File: src/rtl/iddr_cap_pkg.sv
package iddr_cap_pkg;

  typedef enum logic [1:0] {
    ALIGN_OPPOSITE = 2'd0,
    ALIGN_SAME     = 2'd1,
    ALIGN_PIPE     = 2'd2,
    ALIGN_OPP_ALT  = 2'd3
  } align_mode_e;

endpackage

File: src/rtl/iddr_edge_capture.sv
module iddr_edge_capture #(
  parameter int W           = 4,
  parameter bit UPPER_LATCH = 1'b0
) (
  input  logic         clk,
  input  logic         rst,
  input  logic         ce,
  input  logic [W-1:0] d,
  output logic [W-1:0] rise_q,
  output logic [W-1:0] fall_q
);

  logic [W-1:0] rise_r;
  logic [W-1:0] fall_r;

  // Upper element: edge flop or a latch transparent during the high phase
  generate
    if (UPPER_LATCH) begin : g_upper_latch
      always_latch begin
        if (rst)
          rise_r <= '0;
        else if (clk && ce)
          rise_r <= d;
      end
    end else begin : g_upper_flop
      always_ff @(posedge clk) begin
        if (rst)
          rise_r <= '0;
        else if (ce)
          rise_r <= d;
      end
    end
  endgenerate

  // Lower element: always a falling-edge flop
  always_ff @(negedge clk) begin
    if (rst)
      fall_r <= '0;
    else if (ce)
      fall_r <= d;
  end

  assign rise_q = rise_r;
  assign fall_q = fall_r;

endmodule

File: src/rtl/iddr_realign.sv
module iddr_realign #(
  parameter int W = 4
) (
  input  logic         clk,
  input  logic         rst,
  input  logic         ce,
  input  logic [W-1:0] rise_i,
  input  logic [W-1:0] fall_i,
  output logic [W-1:0] rise_d,
  output logic [W-1:0] fall_d
);

  // Both samples are moved into the rising-edge domain
  always_ff @(posedge clk) begin
    if (rst) begin
      rise_d <= '0;
      fall_d <= '0;
    end else if (ce) begin
      rise_d <= rise_i;
      fall_d <= fall_i;
    end
  end

endmodule

File: src/rtl/iddr_out_select.sv
module iddr_out_select
  import iddr_cap_pkg::*;
#(
  parameter int W = 4
) (
  input  logic [1:0]   mode,
  input  logic [W-1:0] rise_now,
  input  logic [W-1:0] fall_now,
  input  logic [W-1:0] rise_d,
  input  logic [W-1:0] fall_d,
  output logic [W-1:0] q1,
  output logic [W-1:0] q2
);

  align_mode_e sel;

  always_comb begin
    sel = align_mode_e'(mode);
    case (sel)
      ALIGN_SAME: begin
        q1 = rise_now;
        q2 = fall_d;
      end
      ALIGN_PIPE: begin
        q1 = rise_d;
        q2 = fall_d;
      end
      default: begin
        q1 = rise_now;
        q2 = fall_now;
      end
    endcase
  end

endmodule

File: src/rtl/iddr_capture.sv
module iddr_capture
  import iddr_cap_pkg::*;
#(
  parameter int DATA_W      = 4,
  parameter bit UPPER_LATCH = 1'b0
) (
  input  logic              clk,
  input  logic              rst,
  input  logic              ce,
  input  logic [DATA_W-1:0] din,
  input  logic [1:0]        mode,
  output logic [DATA_W-1:0] q1,
  output logic [DATA_W-1:0] q2,
  output logic [DATA_W-1:0] dout
);

  logic [DATA_W-1:0] rise_now;
  logic [DATA_W-1:0] fall_now;
  logic [DATA_W-1:0] rise_d;
  logic [DATA_W-1:0] fall_d;

  iddr_edge_capture #(.W(DATA_W), .UPPER_LATCH(UPPER_LATCH)) u_capture (
    .clk    (clk),
    .rst    (rst),
    .ce     (ce),
    .d      (din),
    .rise_q (rise_now),
    .fall_q (fall_now)
  );

  iddr_realign #(.W(DATA_W)) u_realign (
    .clk    (clk),
    .rst    (rst),
    .ce     (ce),
    .rise_i (rise_now),
    .fall_i (fall_now),
    .rise_d (rise_d),
    .fall_d (fall_d)
  );

  iddr_out_select #(.W(DATA_W)) u_select (
    .mode     (mode),
    .rise_now (rise_now),
    .fall_now (fall_now),
    .rise_d   (rise_d),
    .fall_d   (fall_d),
    .q1       (q1),
    .q2       (q2)
  );

  assign dout = din;

  // Edge counters so that no property looks past the start of the run
  logic [1:0] warm_p = 2'd0;
  logic       warm_n = 1'b0;

  always_ff @(posedge clk) begin
    if (warm_p != 2'd3)
      warm_p <= warm_p + 2'd1;
  end

  always_ff @(negedge clk) begin
    warm_n <= 1'b1;
  end

  generate
    if (!UPPER_LATCH) begin : g_props
      // falling sample reaches q2 at the next falling edge
      assert_fall_path_R1: assert property (@(negedge clk) disable iff (rst)
        (warm_n && !$past(rst) && $past(ce) && (mode == 2'd0 || mode == 2'd3))
          |-> (q2 == $past(din)));

      // same-edge q1 carries the previous rising sample
      assert_same_edge_q1_R2: assert property (@(posedge clk) disable iff (rst)
        (warm_p != 2'd0 && !$past(rst) && $past(ce) && mode == 2'd1)
          |-> (q1 == $past(din)));

      // pipelined q1 has two rising edges of latency
      assert_pipe_latency_R3: assert property (@(posedge clk) disable iff (rst)
        (warm_p[1] && !$past(rst, 1) && !$past(rst, 2) &&
         $past(ce, 1) && $past(ce, 2) && mode == 2'd2)
          |-> (q1 == $past(din, 2)));

      // outputs cleared after a reset edge
      assert_reset_clear_R5: assert property (@(posedge clk) disable iff (rst)
        (warm_p != 2'd0 && $past(rst))
          |-> (q1 == '0 && (mode == 2'd0 || mode == 2'd3 || q2 == '0)));

      // disabled edge holds the rising-domain outputs
      assert_ce_hold_R6: assert property (@(posedge clk) disable iff (rst)
        (warm_p != 2'd0 && !$past(rst) && !$past(ce))
          |-> ($stable(q1) && (mode == 2'd0 || mode == 2'd3 || $stable(q2))));
    end
  endgenerate

endmodule

File: config.mk
export PLATFORM = sky130hd
export DESIGN_NAME = iddr_capture
export DESIGN_NICKNAME = d
export VERILOG_FILES = /design/src/rtl/iddr_cap_pkg.sv /design/src/rtl/iddr_edge_capture.sv /design/src/rtl/iddr_realign.sv /design/src/rtl/iddr_out_select.sv /design/src/rtl/iddr_capture.sv
export SDC_FILE = /design/constraint.sdc
export NUM_CORES = 1
export LEC_CHECK = 0
export BUFFER_PORTS_ARGS = -buffer_cell sky130_fd_sc_hd__buf_4
export CAP_MARGIN = 20
export CORE_MARGIN = 5
export CORE_UTILIZATION = 53
export DETAILED_ROUTE_END_ITERATION = 7
export PLACE_DENSITY_LB_ADDON = 0.08
export SETUP_SLACK_MARGIN = 0.05
export SLEW_MARGIN = 20
export SYNTH_ARGS = -nofsm -noshare
export SYNTH_HDL_FRONTEND = slang
export SYNTH_HIERARCHICAL = 1
export SYNTH_SLANG_ARGS = --single-unit
export TNS_END_PERCENT = 100
File: constraint.sdc
create_clock -name clk -period 1.2 [get_ports clk]
set_input_delay 0.06 -clock clk [delete_from_list [all_inputs] [get_ports clk]]
set_output_delay 0.06 -clock clk [all_outputs]
set_load 0.005 [all_outputs]
**After elaboration in Yosys (flattened, before gate mapping)**

Cells that the tools add are included.

- Reduce and logical (&&, ||, !) cells: 1
- Equality and inequality tests: 2
- Mux-type cells: 2

Operator list:

| operator | count |
|---|---|
| 4-bit 2-to-1 mux | 2 |
| 2-bit by 1-bit equality test with 1-bit output, second input constant | 1 |
| 2-bit equality test, second input constant | 1 |
| 2-bit OR reduction | 1 |

- Output and inout bits: 12
- Register bits after elaboration: 16
- Input port bits: 9
- Word-level logic and storage cells: 9

**Longest topological paths before layout**

Gate-level depths: netlist of run 1.

- Depth after elaboration: 3
- Mapped depth: 3
- Gate-level depth less buffers: 3

**By module**

The synthesis of run 1 kept the hierarchy.

Modules (own cells, without submodules):

| module | cells an instance | times used | seq. area each (sq um) | area each (sq um) |
|---|---|---|---|---|
| iddr_edge_capture | 31 | 1 | 160.2 | 352.8 |
| iddr_realign | 26 | 1 | 160.2 | 285.3 |
| iddr_out_select | 10 | 1 | 0.0 | 106.4 |
| iddr_capture | 4 | 1 | 0.0 | 30.0 |

==> results.toml, run 1 <==
[final_layout]
final_cell_area_um2 = 1090
diodes = 0
fillers = 86
nNetsFinal = 116
drive_above_1_share_pct = 60.0
final_common_cell = "buf_4"
layout_common_cells = "26 x buf_4, 11 x dfxtp_1, 9 x buf_6"
area_growth_pct = 40.4
final-seq-area_um2 = 327
multi_input_area_um2 = 400

[routing]
drtAntennaViolNets = 0
wl_um = 1640
viasPerCell = 4.91
via_count = 589
drc = 0
firstDrtPassIters = 3
drt-wirelength-per-cell_um = 13.6
drt_iter0_markers = 9

[run_status]
status = "finished, violations left"
violations = "negative setup slack"

[global_routing]
grt_util_met2_pct = 28.9
grt_use_met1_pct = 22.0
antenna_found_initial = 0
grt_overflow = 0
grt_max_degree = 13
grt_use_met3_pct = 5.17
grt_pass1_wl_um = 2770
grtUsageTotal_pct = 18.0
grt_pass1_vias = 615
grt.busiest_layer = "met2"

[synthesis]
syn_inst = 71
synth_area_leaders = "dfxtp_1 41%, mux2_2 12%, nand2b_4 11%, mux2i_1 10%, a21oi_2 6.8%"
ys_warn_count = 6
synth.distinct_cells = 15
synth.top_cell.area_share_pct = 41.4
synth.yosys.seq_area_share_pct = 41.4
yosysTopAreaCell = "dfxtp_1"
synthesis.nets = 81
synth_area_um2 = 774
synth-seq-cells = 16
syn_area_per_cell_um2 = 10.9

[critical_path]
worstPathRequired_ns = 1.14
cp-end-kind = "primary output"
cp_top_family = "flip-flops"
arrival_ns = 1.62
path_class = "flop to primary output"
cp_num_buf_inv = 1
slowest_delay_ns = 0.31
startpoint_type = "flop"
crit_slowest_cell = "dfxtp_2"
crit_fanout = 2
path_cells = "mux2_4 > buf_6"

[flow_run]
maxCapViolCount = 0

[clock_network]
clock_latency_ns = 0.34
path_clk_slew_ns = 0.09
h-tree-depth = 1
cts_sinks = 16
ctsRootBufferMaster = "clkbuf_4"
cts_made_buffers = 3
cts_buffer_depth = 2
tritoncts = "yes"
postCtsHoldBufs = 0

[placement]
dpl.hpwl_um = 1220
gp_congestion = 0.729
portBuffers = 20
dpl_cell_area_um2 = 985

[power_and_ir_drop]
p_seq_share_pct = 50.1
p_total_mw = 1.14
switching_power_mw = 0.295
comb_power_share_pct = 20.5
intPower_mw = 0.850
clockPowerShare_pct = 29.4
p_leak_nw = 0.541
ir_drop_mv = 0.692
p_per_area_nw_per_um2 = 1050
p_sw_share_pct = 25.8

[floorplan]
dieArea_um2 = 2330
io_pins = 21
core_area_um2 = 1330
die_w_um = 48.2
initial_core_util_pct = 58.1
num_rows = 13
die_h_um = 48.2

[hold_path]
hold_path.class = "input pin to flop"

[timing]
worstMarginPinSlew_ns = 0.238
hold_violations = 0
relSlewSlack_pct = 84.1
setup_viol = 8
slew_violations = 0
grt_setup_unrepaired = "yes"
worst_slack_ns = -0.481
fin_skew_ns = 0.0598
==> path summary, 6_finish.rpt <==
path | start | slack [ns] | cells past startpoint | to
worst max-delay path | u_capture/fall_q[2]$_SDFFE_NP0P_ | -0.48 | 2 | q2[2]
worst min register to register | u_capture/rise_q[0]$_SDFFE_PP0P_ | 0.49 | 2 | u_capture/rise_q[0]$_SDFFE_PP0P_
worst max register to register | u_capture/fall_q[3]$_SDFFE_NP0P_ | -0.26 | 4 | u_realign/fall_d[3]$_SDFFE_PP0P_
worst min-delay path | rst | 0.04 | 2 | u_capture/rise_q[2]$_SDFFE_PP0P_
==> power by group through the flow <==
stage	clock (mW)	combinational [mW]	sequential, mW
final	0.337	0.235	0.574
after floorplan	0.0259	0.124	0.584
after CTS	0.349	0.229	0.572
after global routing	0.384	0.256	0.576
after global placement	0.0259	0.206	0.582
after detailed placement	0.0259	0.211	0.584
==> layer usage <==
layer / up-vias / routed length, um
met5: - / 0
met4: 0 / 19
met3: 4 / 105
met2: 18 / 800
met1: 269 / 711
li1: 298 / -
==> cells in the mapped netlist <==
cell type and count:
buf_1 1, dfxtp_1 16, nor2_1 8, mux2i_1 8, a21oi_2 6, ha_1 1, inv_1 2, buf_6 2
clkbuf_2 1, nand2b_4 6, mux2_2 8, nand2b_1 2, nand2_1 4, a21oi_1 2, buf_4 4
==> metrics by stage <==
stage                     hold slack (ns)  utilization (%)  setup TNS, ns  instances  worst slack, ns
after floorplan                     0.201                -         -0.122         71          -0.0305
after global placement              0.296             73.8         -0.832        109           -0.140
after detailed placement            0.297             73.8         -0.924        109           -0.145
after CTS                          0.0226             80.0          -2.76        119           -0.478
after global routing               0.0288             81.5          -3.10        120           -0.523
final                              0.0359             81.5          -2.75        120           -0.481
==> state kept, by name (all words and copies together) (netlist names) <==
name,cells
u_capture/fall_q,4
u_capture/rise_q,4
u_realign/fall_d,4
u_realign/rise_d,4
==> layout make-up <==
type | count | area share [%]
multi-input combinational | 45 | 36.8
clock inverter | 4 | 1.38
tap | 15 | 1.73
clock buffer | 4 | 2.42
sequential | 16 | 30.0
timing repair buffer | 35 | 27.3
inverter | 1 | 0.345
==> worst reg2reg max path, delay by kind of cell (launching register included) <==
| family | cells | cell delay, ns |
|---|---|---|
| flops | 1 | 0.31 |
| buf+inv | 2 | 0.22 |
| simple gates | 1 | 0.06 |
| mux | 1 | 0.12 |
==> cell families (layout without fill, tap and decap cells) <==
kind of cell	Yosys count	count (layout)	share of synthesized area [%]
simple gates	20	20	18.1
mux	16	16	22.0
flops	16	16	41.4
buf+inv	10	44	8.88
compound gates	8	8	8.08
fa+ha+maj	1	1	1.62
==> what timing repair did <==
item / 4_1_cts / 5_1_grt
setup buffers: 3 / 2
setup endpoints to repair: 8 / 9
gates resized for setup: 6 / 5
pin swaps: 2 / 4
No activity file was read; power rests on OpenSTA's default activity.
==> inputs of run 2 (changes only) <==
--- a/config.mk
+++ b/config.mk
@@ -6,8 +6,9 @@
 export NUM_CORES = 1
 export LEC_CHECK = 0
+export ABC_AREA = 1
 export BUFFER_PORTS_ARGS = -buffer_cell sky130_fd_sc_hd__buf_4
 export CAP_MARGIN = 20
 export CORE_MARGIN = 5
-export CORE_UTILIZATION = 53
+export CORE_UTILIZATION = 52
 export DETAILED_ROUTE_END_ITERATION = 7
 export PLACE_DENSITY_LB_ADDON = 0.08
==> constraint.sdc (replaced) <==
create_clock -name clk -period 1.2 [get_ports clk]
set_input_delay 0.24 -clock clk [delete_from_list [all_inputs] [get_ports clk]]
set_output_delay 0.24 -clock clk [all_outputs]
set_load 0.005 [all_outputs]
==> results.toml, run 2 <==
[placement]
portBuffers = 20
place_ws_ns = -0.173
gp_congestion = 0.778
dpl.hpwl_um = 1300
dpl_cell_area_um2 = 935

[timing]
setup_viol = 8
fin_skew_ns = 0.0614
worstMarginPinSlew_ns = 0.264
hold_violations = 0
grt_setup_unrepaired = "yes"
worst_slack_ns = -0.540
slew_violations = 0
relSlewSlack_pct = 82.4

[clock_network]
cts_sinks = 16
h-tree-depth = 1
ctsRootBufferMaster = "clkbuf_4"
path_clk_slew_ns = 0.10
tritoncts = "yes"
clock_latency_ns = 0.35
cts_buffer_depth = 2
cts_made_buffers = 3

[critical_path]
ff2ff_setup_slack_ns = -0.23
cp_common_cell = "nand2_1"
slowest_delay_ns = 0.33
cp_num_buf_inv = 1
crit_slowest_cell = "dfxtp_2"
path_cells = "nand2_1 > nand2_1 > buf_6"
worstPathRequired_ns = 0.96
arrival_ns = 1.50
cp_top_family = "flip-flops"
startpoint_type = "flop"
cp-end-kind = "primary output"
path_class = "flop to primary output"
crit_fanout = 2

[routing]
drc = 0
drt_iter0_markers = 23
viasPerCell = 4.73
firstDrtPassIters = 4
drtAntennaViolNets = 0
drt-wirelength-per-cell_um = 11.2
via_count = 762
wl_um = 1800

[flow_run]
maxCapViolCount = 0

[final_layout]
diodes = 0
layout_common_cells = "47 x nand2_1, 24 x buf_4, 15 x nor2_1"
final_common_cell = "nand2_1"
nNetsFinal = 157
final_cell_area_um2 = 1050
area_growth_pct = 41.1
finish.utilization_pct = 79.5
fillers = 97
drive_above_1_share_pct = 41.1

[global_routing]
grt_overflow = 0
grt_pass1_wl_um = 2750
grt_pass1_vias = 697
antenna_found_initial = 0
grtUsageTotal_pct = 17.5
grt_max_degree = 13

[synthesis]
synth.yosys.seq_area_share_pct = 43.2
synth_area_leaders = "dfxtp_1 43%, nand2_1 26%, nor2_1 7.6%, inv_1 5.6%, a21oi_1 5.4%"
synth.top_cell.area_share_pct = 43.2
synthTopCellsByCount = "51 x nand2_1, 16 x dfxtp_1, 15 x nor2_1"
synth_edf_count = 0
synth_area_um2 = 742
synth.most_common_cell = "nand2_1"
ys_warn_count = 6
yosysTopAreaCell = "dfxtp_1"
synth.distinct_cells = 12
synth-seq-cells = 16
syn_inst = 114
ys_dominant_reg_cell = "dfxtp_1"
synthesis.nets = 124
async_reset_ff_share_pct = 0
syn_area_per_cell_um2 = 6.51

[floorplan]
die_w_um = 47.8
num_rows = 13
core_area_um2 = 1320
initial_core_util_pct = 56.3
io_pins = 21
die_h_um = 47.8
dieArea_um2 = 2280

[power_and_ir_drop]
p_per_area_nw_per_um2 = 1130
p_seq_share_pct = 49.5
comb_power_share_pct = 20.6
intPower_mw = 0.837
switching_power_mw = 0.345
ir_drop_mv = 0.689
clockPowerShare_pct = 29.9
p_leak_nw = 0.556
p_sw_share_pct = 29.2

[hold_path]
hold_path.class = "input pin to flop"

[run_status]
violations = "negative setup slack"
status = "finished, violations left"
[run 2: cell count changes after synthesis, moves of 7 or more]
cell     delta
mux2_2      -8
nand2_1    +47
nor2_1      +7
inv_1       +9
mux2i_1     -8
[run 2: tightest hold or removal path: cells and delay by family]
kind	cells	cell delay, ns
buffers and inverters	1	0.11
and+or+nand+nor	1	0.09
AOI/OAI and AO/OA	1	0.08
[run 2: layout make-up]
type	instances	area [um2]	share of cell area (%)
sequential	16	332	31.7
tap	15	18.8	1.79
timing repair buffer	32	270	25.8
multi-input combinational	77	335	32.0
clock buffer	3	22.5	2.15
inverter	13	48.8	4.66
clock inverter	5	20.0	1.91
[run 2: logic make-up (layout without fill, tap and decap cells)]
group / after synthesis / in the layout / share of synthesized area, %
AO/OA/AOI/OAI: 8 / 8 / 5.40
AND/OR/NAND/NOR: 68 / 68 / 35.1
buffers and inverters: 21 / 53 / 14.7
flip-flops: 16 / 16 / 43.2
adder cells (fa/ha/maj): 1 / 1 / 1.69
[run 2: power groups by stage]
stage / sequential [mW] / clock, mW / combinational [mW]
2_1_floorplan: 0.589 / 0.0259 / 0.116
3_3_place_gp: 0.591 / 0.0259 / 0.203
3_5_place_dp: 0.593 / 0.0259 / 0.208
4_1_cts: 0.583 / 0.351 / 0.233
5_1_grt: 0.588 / 0.394 / 0.268
6_report: 0.586 / 0.353 / 0.244
[run 2: path summary, 6_finish.rpt]
check	start	end	depth (start not counted)
min	din[3]	u_capture/rise_q[3]$_SDFFE_PP0P_	3
max	u_capture/fall_q[0]$_SDFFE_NP0P_	q2[0]	3
min reg2reg	u_realign/fall_d[0]$_SDFFE_PP0P_	u_realign/fall_d[0]$_SDFFE_PP0P_	2
max reg2reg	u_capture/fall_q[0]$_SDFFE_NP0P_	u_realign/fall_d[0]$_SDFFE_PP0P_	6
[run 2: timing repair]
| item | in CTS | in global routing |
|---|---|---|
| endpoints found under the hold margin | 0 | 0 |
| endpoints found under the setup margin | 12 | 12 |
| hold buffers | 0 | 0 |
| gates resized for setup | 13 | 11 |
| pin swaps | 2 | 2 |
| buffers inserted | 1 | 1 |
[run 2: per-layer routing]
metal | vias to the layer above | global-route usage, % | routed length [um] | part of all wire (%)
met5 | - | 0 | 0 | 0
met2 | 22 | 31.1 | 951 | 53
li1 | 398 | - | - | -
met4 | 0 | 8.06 | 26 | 1.4
met3 | 4 | 4.51 | 91 | 5.1
met1 | 338 | 19.0 | 731 | 41
[run 2: stage by stage]
stage                     power (mW)  instances  hold WS (ns)  setup TNS, ns
final                           1.18        161         0.259          -2.77
after CTS                       1.17        160         0.243          -2.75
after global routing            1.25        161         0.248          -3.16
after floorplan                0.731        114         0.403         -0.232
after global placement         0.820        152         0.459          -1.43
after detailed placement       0.827        152         0.462          -1.55
==> inputs of run 3 (changes only) <==
- SKIP_CTS_REPAIR_TIMING: unset -> 1
==> results.toml, run 3 (synthesized netlist as in run 2, its figures left out) <==
[global_routing]
grt_pass1_vias = 660
grt_use_met3_pct = 4.51
grtUsageTotal_pct = 16.2
grt_max_degree = 13
antenna_found_initial = 0
grt_util_met2_pct = 27.2
grt.busiest_layer = "met2"
grt_pass1_wl_um = 2590
grt_overflow = 0
grt_use_met1_pct = 18.8

[clock_network]
h-tree-depth = 1
cts_sinks = 16
path_clk_slew_ns = 0.10
tritoncts = "yes"
cts_buffer_depth = 2
ctsRootBufferMaster = "clkbuf_4"
clock_latency_ns = 0.34
cts_made_buffers = 3

[final_layout]
drive_above_1_share_pct = 39.3
diodes = 0
final_common_cell = "nand2_1"
area_growth_pct = 37.4
fillers = 101
nNetsFinal = 156
layout_common_cells = "49 x nand2_1, 27 x buf_4, 15 x nor2_1"
final_cell_area_um2 = 1020

[placement]
dpl_cell_area_um2 = 935
gp_congestion = 0.778
dpl.hpwl_um = 1300
portBuffers = 20

[floorplan]
die_w_um = 47.8
num_rows = 13
core_area_um2 = 1320
initial_core_util_pct = 56.3
die_h_um = 47.8
dieArea_um2 = 2280
io_pins = 21

[power_and_ir_drop]
ir_drop_mv = 0.706
p_leak_nw = 0.547
p_total_mw = 1.16
p_per_area_nw_per_um2 = 1140

[critical_path]
startpoint_type = "flop"
endpoint = "q2[3]"
worstPathRequired_ns = 0.96
cp-end-kind = "primary output"
reg2reg_from = "u_capture/fall_q[2]$_SDFFE_NP0P_"
arrival_ns = 1.50
rr_endpoint = "u_realign/fall_d[2]$_SDFFE_PP0P_"
path_cells = "nand2_1 > nand2_1 > buf_4"
slowest_delay_ns = 0.31
path_class = "flop to primary output"
ff2ff_setup_slack_ns = -0.17
startpoint = "u_capture/fall_q[3]$_SDFFE_NP0P_"
crit_fanout = 2
cp_common_cell = "nand2_1"
worstRegToRegCells = 5
crit_slowest_cell = "dfxtp_2"

[hold_path]
hp-start = "rst"
hold_path.class = "input pin to flop"

[timing]
setup_viol = 8
worst_slack_ns = -0.535
fin_skew_ns = 0.0630
hold_violations = 0
relSlewSlack_pct = 81.2
slew_violations = 0
worstMarginPinSlew_ns = 0.282
grt_setup_unrepaired = "yes"
whs_ns = 0.266

[run_status]
violations = "negative setup slack"
status = "finished, violations left"

[routing]
wl_um = 1740
drc = 0
drt_iter0_markers = 22
via_count = 744
drtAntennaViolNets = 0
drt-wirelength-per-cell_um = 10.9
firstDrtPassIters = 4
viasPerCell = 4.65

[flow_run]
maxCapViolCount = 0
## run 3: cell types whose count changed in the layout (fill, tap and decap cells not counted), sizes merged
| cell | change |
|---|---|
| buf | -1 |
## run 3: through the flow
| stage | utilization [%] | cells | worst slack [ns] | TNS (ns) |
|---|---|---|---|---|
| floorplan | - | 114 | -0.0596 | -0.232 |
| finish | 77.4 | 160 | -0.535 | -2.70 |
| global placement | 70.9 | 152 | -0.160 | -1.43 |
| CTS | 73.9 | 159 | -0.540 | -2.76 |
| detailed placement | 70.9 | 152 | -0.173 | -1.55 |
| global route | 77.4 | 160 | -0.589 | -3.09 |
## run 3: per-layer routing
layer / share of wire [%] / routed length [um]
met1: 42 / 732
met2: 52 / 903
met3: 5.3 / 93
met4: 0.75 / 13
met5: 0 / 0
## run 3: layout make-up
type | instances | area (um2) | area share, %
timing repair buffer | 31 | 248 | 24.3
sequential | 16 | 332 | 32.5
multi-input combinational | 77 | 330 | 32.4
clock buffer | 3 | 22.5 | 2.21
tap | 15 | 18.8 | 1.84
inverter | 13 | 48.8 | 4.79
clock inverter | 5 | 20.0 | 1.96
## run 3: worst max-delay path, delay by kind of cell, from the launching register on
| kind | cells | cell delay, ns |
|---|---|---|
| buf+inv | 1 | 0.13 |
| simple gates | 2 | 0.11 |
| flops | 1 | 0.31 |
## run 3: report_power, final
group	internal [mW]	leakage, nW	switching, mW
Sequential	0.566	0.135	0.0184
Combinational	0.122	0.372	0.111
Clock	0.141	0.0390	0.201
## run 3: worst min-delay path by stage
| stage | slack [ns] | end | cells past startpoint |
|---|---|---|---|
| after detailed placement | 0.46 | u_realign/fall_d[0]$_SDFFE_PP0P_ | 2 |
| final | 0.27 | u_capture/rise_q[0]$_SDFFE_PP0P_ | 3 |
| after floorplan | 0.40 | u_capture/rise_q[0]$_SDFFE_PP0P_ | 2 |
| after global placement | 0.46 | u_realign/fall_d[0]$_SDFFE_PP0P_ | 2 |
| after global routing | 0.26 | u_capture/rise_q[3]$_SDFFE_PP0P_ | 3 |
| after CTS | 0.24 | u_capture/rise_q[3]$_SDFFE_PP0P_ | 3 |
